--- config.mk ---
export PLATFORM = sky130hd
export DESIGN_NAME = hazard_unit
export DESIGN_NICKNAME = d
export VERILOG_FILES = /design/src/rtl/hazard_pkg.sv /design/src/rtl/hazard_compare.sv /design/src/rtl/hazard_control.sv /design/src/rtl/hazard_unit.sv
export SDC_FILE = /design/constraint.sdc
export NUM_CORES = 1
export LEC_CHECK = 0
export ABC_AREA = 1
export BUFFER_PORTS_ARGS = -buffer_cell sky130_fd_sc_hd__buf_2
export CAP_MARGIN = 20
export CORE_AREA = 2 2 51 53
export DETAILED_ROUTE_END_ITERATION = 16
export DIE_AREA = 0 0 53 55
export PLACE_DENSITY = 0.74
export SLEW_MARGIN = 20
export SYNTH_ARGS = -nofsm -noshare
export SYNTH_HDL_FRONTEND = slang
export SYNTH_SLANG_ARGS = --single-unit
export TNS_END_PERCENT = 20
--- constraint.sdc ---
create_clock -name vclk -period 2.1
set_clock_uncertainty 0.2 [all_clocks]
set_input_delay 0.315 -clock vclk [all_inputs]
set_output_delay 0.315 -clock vclk [all_outputs]
set_load 0.02 [all_outputs]
--- src/rtl/hazard_pkg.sv ---
package hazard_pkg;
  localparam int NSRC = 4;  // idRs1, idRs2, exRs1, exRs2
  localparam int SRC_ID1 = 0;
  localparam int SRC_ID2 = 1;
  localparam int SRC_EX1 = 2;
  localparam int SRC_EX2 = 3;

  typedef enum logic [1:0] {
    SEL_REGFILE = 2'd0,
    SEL_WB      = 2'd1,
    SEL_MEM     = 2'd2
  } fwdSel_e;

  // Strobes from the compare datapath to the control
  typedef struct packed {
    logic [NSRC-1:0] atEx;
    logic [NSRC-1:0] atMem;
    logic [NSRC-1:0] atWb;
  } hzMatch_t;
endpackage

--- src/rtl/hazard_compare.sv ---
module hazard_compare
  import hazard_pkg::*;
#(
  parameter int REG_AW = 5
) (
  input  logic [NSRC-1:0][REG_AW-1:0] srcRegs,
  input  logic [REG_AW-1:0]           exRd,
  input  logic                        exRegWrite,
  input  logic [REG_AW-1:0]           memRd,
  input  logic                        memRegWrite,
  input  logic [REG_AW-1:0]           wbRd,
  input  logic                        wbRegWrite,
  output hzMatch_t                    match
);
  localparam logic [REG_AW-1:0] ZERO_REG = '0;

  logic exLive, memLive, wbLive;
  assign exLive  = exRegWrite  && (exRd  != ZERO_REG);
  assign memLive = memRegWrite && (memRd != ZERO_REG);
  assign wbLive  = wbRegWrite  && (wbRd  != ZERO_REG);

  for (genvar s = 0; s < NSRC; s++) begin : g_src
    assign match.atEx[s]  = exLive  && (srcRegs[s] == exRd);
    assign match.atMem[s] = memLive && (srcRegs[s] == memRd);
    assign match.atWb[s]  = wbLive  && (srcRegs[s] == wbRd);
  end
endmodule

--- src/rtl/hazard_control.sv ---
module hazard_control
  import hazard_pkg::*;
(
  input  logic     clk,
  input  logic     rstN,
  input  hzMatch_t match,
  input  logic     idRs1Used,
  input  logic     idRs2Used,
  input  logic     idCmpUse,
  input  logic     exIsLoad,
  input  logic     memIsLoad,
  input  logic     redirectReq,
  output logic [1:0] exFwdA,
  output logic [1:0] exFwdB,
  output logic [1:0] idFwdA,
  output logic [1:0] idFwdB,
  output logic     pcHold,
  output logic     ifIdHold,
  output logic     ifIdFlush,
  output logic     idExFlush,
  output logic     pcTakeTarget
);
  function automatic fwdSel_e pickEx(input logic atMem, input logic atWb);
    if (atMem)     return SEL_MEM;
    else if (atWb) return SEL_WB;
    else           return SEL_REGFILE;
  endfunction

  // A load in memory has no data yet; decode must wait for it
  function automatic fwdSel_e pickId(input logic atMem, input logic atWb,
                                     input logic memLoad);
    if (atMem && !memLoad) return SEL_MEM;
    else if (atWb)         return SEL_WB;
    else                   return SEL_REGFILE;
  endfunction

  logic depEx, depMemLoad, loadUse, branchWait, stall;

  always_comb begin
    exFwdA = pickEx(match.atMem[SRC_EX1], match.atWb[SRC_EX1]);
    exFwdB = pickEx(match.atMem[SRC_EX2], match.atWb[SRC_EX2]);
    idFwdA = pickId(match.atMem[SRC_ID1], match.atWb[SRC_ID1], memIsLoad);
    idFwdB = pickId(match.atMem[SRC_ID2], match.atWb[SRC_ID2], memIsLoad);
  end

  assign depEx      = (idRs1Used && match.atEx[SRC_ID1]) ||
                      (idRs2Used && match.atEx[SRC_ID2]);
  assign depMemLoad = memIsLoad &&
                      ((idRs1Used && match.atMem[SRC_ID1]) ||
                       (idRs2Used && match.atMem[SRC_ID2]));
  assign loadUse    = exIsLoad && depEx;
  assign branchWait = idCmpUse && (depEx || depMemLoad);
  assign stall      = loadUse || branchWait;

  assign pcHold       = stall;
  assign ifIdHold     = stall;
  assign idExFlush    = stall;
  assign ifIdFlush    = redirectReq && !stall;
  assign pcTakeTarget = redirectReq && !stall;

  // a compare waiting on a load still in memory must hold
  p_load_mem_branch_r6: assert property (@(posedge clk) disable iff (!rstN)
    (idCmpUse && memIsLoad && idRs1Used && match.atMem[SRC_ID1]) |-> pcHold);

  // decode never takes a select of 2 from a load
  p_no_mem_load_fwd_r6: assert property (@(posedge clk) disable iff (!rstN)
    memIsLoad |-> (idFwdA != SEL_MEM && idFwdB != SEL_MEM));
endmodule

--- src/rtl/hazard_unit.sv ---
module hazard_unit
  import hazard_pkg::*;
#(
  parameter int REG_AW = 5
) (
  input  logic              clk,
  input  logic              rstN,
  input  logic [REG_AW-1:0] idRs1,
  input  logic [REG_AW-1:0] idRs2,
  input  logic              idRs1Used,
  input  logic              idRs2Used,
  input  logic              idCmpUse,
  input  logic [REG_AW-1:0] exRs1,
  input  logic [REG_AW-1:0] exRs2,
  input  logic [REG_AW-1:0] exRd,
  input  logic              exRegWrite,
  input  logic              exIsLoad,
  input  logic [REG_AW-1:0] memRd,
  input  logic              memRegWrite,
  input  logic              memIsLoad,
  input  logic [REG_AW-1:0] wbRd,
  input  logic              wbRegWrite,
  input  logic              redirectReq,
  output logic [1:0]        exFwdA,
  output logic [1:0]        exFwdB,
  output logic [1:0]        idFwdA,
  output logic [1:0]        idFwdB,
  output logic              pcHold,
  output logic              ifIdHold,
  output logic              ifIdFlush,
  output logic              idExFlush,
  output logic              pcTakeTarget
);
  logic [NSRC-1:0][REG_AW-1:0] srcRegs;
  hzMatch_t match;

  assign srcRegs[SRC_ID1] = idRs1;
  assign srcRegs[SRC_ID2] = idRs2;
  assign srcRegs[SRC_EX1] = exRs1;
  assign srcRegs[SRC_EX2] = exRs2;

  hazard_compare #(.REG_AW(REG_AW)) u_compare (
    .srcRegs(srcRegs), .exRd(exRd), .exRegWrite(exRegWrite),
    .memRd(memRd), .memRegWrite(memRegWrite),
    .wbRd(wbRd), .wbRegWrite(wbRegWrite), .match(match)
  );

  hazard_control u_control (
    .clk(clk), .rstN(rstN), .match(match),
    .idRs1Used(idRs1Used), .idRs2Used(idRs2Used), .idCmpUse(idCmpUse),
    .exIsLoad(exIsLoad), .memIsLoad(memIsLoad), .redirectReq(redirectReq),
    .exFwdA(exFwdA), .exFwdB(exFwdB), .idFwdA(idFwdA), .idFwdB(idFwdB),
    .pcHold(pcHold), .ifIdHold(ifIdHold), .ifIdFlush(ifIdFlush),
    .idExFlush(idExFlush), .pcTakeTarget(pcTakeTarget)
  );

  p_x0_regfile_r2: assert property (@(posedge clk) disable iff (!rstN)
    (exRs1 == '0) |-> (exFwdA == 2'd0));

  p_mem_over_wb_r3: assert property (@(posedge clk) disable iff (!rstN)
    (memRegWrite && wbRegWrite && memRd == wbRd && memRd == exRs2 && memRd != '0)
    |-> (exFwdB == 2'd2));

  p_load_use_hold_r4: assert property (@(posedge clk) disable iff (!rstN)
    (exIsLoad && exRegWrite && exRd != '0 && idRs1Used && exRd == idRs1) |-> pcHold);

  p_hold_bubble_r4: assert property (@(posedge clk) disable iff (!rstN)
    pcHold |-> (ifIdHold && idExFlush));

  p_branch_ex_wait_r5: assert property (@(posedge clk) disable iff (!rstN)
    (idCmpUse && idRs2Used && exRegWrite && exRd != '0 && exRd == idRs2) |-> pcHold);

  p_redirect_flush_r8: assert property (@(posedge clk) disable iff (!rstN)
    (redirectReq && !pcHold) |-> (ifIdFlush && pcTakeTarget));

  p_stall_wins_r9: assert property (@(posedge clk) disable iff (!rstN)
    (redirectReq && pcHold) |-> (!ifIdFlush && !pcTakeTarget));
endmodule

==> metrics.txt, run 1 <==
CP max-delay cell=buf_2; final WL=2280 um; Pins Over Slew Limit=0; GP Congestion=0.812; WHS Path Cells=3; CP Launch Type=input pin; critical path cell sequence=buf_2, nor2_4, nand3_2, nand2_4, nor2_2, nand3_1, nand2_1, nand2_1, nand2_2, nor2_2, buf_2; All-Layer GR Usage=0.162; Syn Std Cell Area=~900 um^2; num ports=59; P per Cell Area=188 mW/mm^2; post-CTS setup buffers=0; site row count=18; port buffer count=57; RSZ-0062 raised after global routing=false; Die W=53 um; Worst path depth=11; drc violations=0; initial antenna violation count=0; DPL Wire Length=between 2000 and 2500 um; starting utilization of the core area=0.380; DR vias/cell=around 4.4; Post-DRT Antenna Nets=0; CP Max Fanout=6; wire per inst=a little over 10 um; post-synthesis sequential area ratio=0; num sequential=0; DR pass1 iterations=4; Ys Warns=0; top cell type's share of synthesized area=0.185; Die Span Y=around 55 um; area grow syn2layout=26.0%; Slew @ Worst Pin=approximately 0.27 ns; ranking of synthesized cells by area=xnor2_1 (18%), xor2_1 (18%), nand2_1 (12%); Post-Synthesis Cells=149; Min-Delay Path Class=input pin to output port; number of distinct library cells after synthesis=25; vias in the first global route=~830; routed via count=between 900 and 1000; Setup Total Neg Slack=0 ns; Post-CTS Resized=0; crit-path leading delay family=simple AND/OR/NAND/NOR gates; minimum clock period=approximately 1.8 ns; area leader, netlist=xnor2_1; drt first-iter violations=8; Power, Total=about 0.00021 W; worst endpoint required time=1.58 ns; relative slew slack=0.817; worst path arrival time=1.33 ns; Crit. Startpoint=memRd[1]; core outline area=around 0.0024 mm^2; Reg area=0 um^2; dpl ws=around 0.25 ns; layout cells sized above 1=0.366; Mapped Nets=195; Critical Setup Path Class=input pin to output port; outcome=finished, final reports clean; Final period util=0.878; hold path start=memIsLoad; Max Clk Rate=~540 MHz; NumNets Final=242; gr ovfl total=0; Buf+Inv Stages, Crit Path=2; leading cell type by number of instances after synthesis=nand2_1; final setup fails=0; most common library cells after synthesis=nand2_1 (28), xnor2_1 (19), xor2_1 (18); clock buffer count=0; Lkg Pwr=0.623 nW; max cap viols=0; die area=just under 0.003 mm^2; largest net degree at the start of global routing=7; PnR worst setup slack=around 0.26 ns; Ant. Diodes=0; crit end category=output port; Avg Inst Size Synth=6.04 um^2; Layout fillers=roughly 280; critical path's largest stage delay=approximately 0.17 ns; Final Hold Fails=0; Max VDD drop=between 80 and 90 uV; first-pass GRT wire length=roughly 3600 um; Hold-fix buffers, CTS=0
==> power by group <==
part           switching [W]  internal, W
Combinational       0.000118    0.0000951
Sequential                 0            0
Clock                      0            0
==> worst min-delay path: cells and delay by family <==
| family | cells | cell delay (ns) |
|---|---|---|
| AND/OR/NAND/NOR | 1 | 0.05 |
| buffers and inverters | 2 | 0.26 |
==> cell usage in the layout (no fill, tap or decap) <==
master / netlist / final
buf_2: 5 / 57
nand2_1: 28 / 28
xnor2_1: 19 / 19
xor2_1: 18 / 18
inv_1: 17 / 17
nor2_1: 11 / 11
nand3_1: 9 / 9
nor3_1: 5 / 5
nor2_2: 4 / 4
o21ai_0: 4 / 4
a21oi_1: 3 / 3
nand4_1: 3 / 3
inv_2: 2 / 2
nand3_2: 2 / 2
nor4_2: 2 / 2
o22ai_1: 2 / 2
o21ai_1: 2 / 2
nor2_4: 1 / 1
nand2_4: 1 / 1
nor3_2: 1 / 1
o211ai_1: 1 / 1
nand2_2: 1 / 1
nor4_1: 1 / 1
==> final timing paths <==
path and endpoint:
min idFwdB[1], max ifIdFlush
==> layer usage <==
layer | part of all wire | GRT usage | vias up
li1 | - | - | 554
met4 | 0 | 0 | 0
met1 | 0.47 | 0.213 | 412
met2 | 0.48 | 0.313 | 27
met5 | 0 | 0 | -
met3 | 0.051 | 0.00269 | 0
==> per-stage QoR <==
step	instances	util	instance area, um^2	hold WS (ns)
6_report	224	0.479	1130	0.744
5_1_grt	224	0.479	1130	0.764
4_1_cts	224	0.479	1130	0.745
3_5_place_dp	224	0.479	1130	0.746
3_3_place_gp	224	0.479	1130	0.742
2_1_floorplan	149	-	900	0.510
==> cell type report <==
cell class	instances	area [um^2]	share of cell area
repair buffers	57	285	0.252
inverters	19	71.3	0.0629
multi-input cells	118	739	0.652
well taps	30	37.5	0.0331
==> cells by family after synthesis <==
group | after synthesis | synth area share
compound gates | 12 | 0.0723
simple gates | 69 | 0.389
buf+inv | 31 | 0.178
xor+xnor | 37 | 0.360
Note: power is estimated with default switching activity, not from simulation.
==> run 2: changes to the inputs <==
- CORE_AREA: 2 2 51 53 -> 2 2 58 60
- DIE_AREA: 0 0 53 55 -> 0 0 60 62
- PLACE_DENSITY: 0.74 -> 0.69
- SYNTH_HIERARCHICAL: default -> 1
==> metrics.txt, run 2 <==
most frequent cells in the layout=nand2_1 (132), buf_2 (51), nor2_1 (36); final WL=2910 um (+28%); Max Clk Rate=509 MHz (-6.1%); Ant. Diodes=0 (unchanged); All-Layer GR Usage=0.167 (+0.00584); die area=0.00372 mm^2 (+28%); drt first-iter violations=63 (+55); Post-DRT Antenna Nets=0 (unchanged); num sequential=0 (unchanged); Die Span Y=62 um (+13%); CP Max Fanout=5 (-1); final setup fails=0 (unchanged); Max VDD drop=71.1 uV (-12%); Post-Synthesis Cells=243 (+63%); site row count=21 (+3); Hold-fix buffers, CTS=0 (unchanged); Min-Delay Path Class=input pin to output port; Mapped Nets=289 (+48%); hold path start=memIsLoad; Lkg Pwr=0.930 nW (+49%); core outline area=0.00318 mm^2 (+34%); NumNets Final=342 (+41%); P per Cell Area=179 mW/mm^2 (-4.6%); Setup Total Neg Slack=0 ns (unchanged); DR pass1 iterations=4 (unchanged); PnR worst setup slack=0.136 ns (-0.120 ns); Avg Inst Size Synth=4.24 um^2 (-30%); Die W=60 um (+13%); Critical Setup Path Class=input pin to output port; max cap viols=0 (unchanged); worst endpoint required time=1.58 ns (about the same); relative slew slack=0.890 (+0.0723); clock buffer count=0 (unchanged); routed via count=1408 (+42%); outcome=finished, final reports clean; dpl ws=0.122 ns (-0.126 ns); multi-input logic area=845 um^2 (+14%); first-pass GRT wire length=5040 um (+41%); GP Congestion=0.795 (-2.1%); initial antenna violation count=0 (unchanged); layout cells sized above 1=0.252 (-0.114); area grow syn2layout=32.3%; Crit. Startpoint=memRd[4]; num ports=59 (unchanged); Syn Std Cell Area=0.00103 mm^2 (+15%); Layout fillers=390 (+40%); port buffer count=57 (unchanged); Slew @ Worst Pin=0.165 ns (-0.106 ns); most common cell after layout, fill and taps aside=nand2_1; crit end category=output port; vias in the first global route=1288 (+56%); largest net degree at the start of global routing=7 (unchanged); Pins Over Slew Limit=0 (unchanged); Final Hold Fails=0 (unchanged); Reg area=0 um^2 (unchanged); gr ovfl total=0 (unchanged); Hold Path Sink=idFwdB[1]; DPL Wire Length=2610 um (+30%); starting utilization of the core area=0.324 (-0.0561); Final period util=0.935 (+0.0571); WHS Path Cells=3 (unchanged); DR vias/cell=4.14 (-6.6%); CP Launch Type=input pin; worst path arrival time=1.45 ns (+0.12 ns); minimum clock period=1.96 ns (+0.120 ns); wire per inst=8.55 um (-16%); Ys Warns=6 (+6); drc violations=0 (unchanged); RSZ-0062 raised after global routing=false
## run 2: layout make-up
cell class	instances	area share
Inverter	38	0.105
Multi-Input combinational cell	197	0.619
Tap cell	46	0.0422
Timing Repair Buffer	59	0.234
## run 2: worst max-delay path, cell delays in order
cell and delay (ns):
buf_2 0.14, nand3b_1 0.21, o21ai_4 0.20, nor2_1 0.08, nand2_1 0.06, nand2_1 0.05, nand2_1 0.06, nand2_2 0.08
nor2_4 0.10, buf_4 0.15
## run 2: metrics by stage
step                cells  area (um^2)  power [W]  hold slack (ns)   util
CTS                   338         1320   0.000234            0.722  0.414
global route          340         1360   0.000282            0.748  0.429
finish                340         1360   0.000244            0.721  0.429
floorplan             243         1030   0.000147            0.517      -
global placement      338         1320   0.000230            0.720  0.414
detailed placement    338         1320   0.000233            0.722  0.414
## run 2: power by group
group          switching (W)  internal, W  leakage, nW  total (W)
clock network              0            0            0          0
logic               0.000142     0.000103        0.930   0.000244
registers                  0            0            0          0
## run 2: per-layer routing
metal,vias up,global-route usage,wire [um]
met5,-,0,0
met4,0,0,0
met3,0,0.00414,146
met2,29,0.298,1360
met1,574,0.240,1400
li1,805,-,-
## run 2: timing repair
action	CTS	global route
buffers inserted	0	2
gates resized for setup	0	14
endpoints found under the hold margin	0	0
setup endpoints to repair	0	5
## run 2: worst max-delay path by stage
stage | end | slack [ns] | depth (start not counted)
2_1_floorplan | pcTakeTarget | 0.02 | 10
3_3_place_gp | ifIdFlush | 0.14 | 11
5_1_grt | ifIdFlush | 0.005 | 13
4_1_cts | ifIdFlush | 0.12 | 11
3_5_place_dp | ifIdFlush | 0.12 | 11
6_report | ifIdFlush | 0.14 | 10
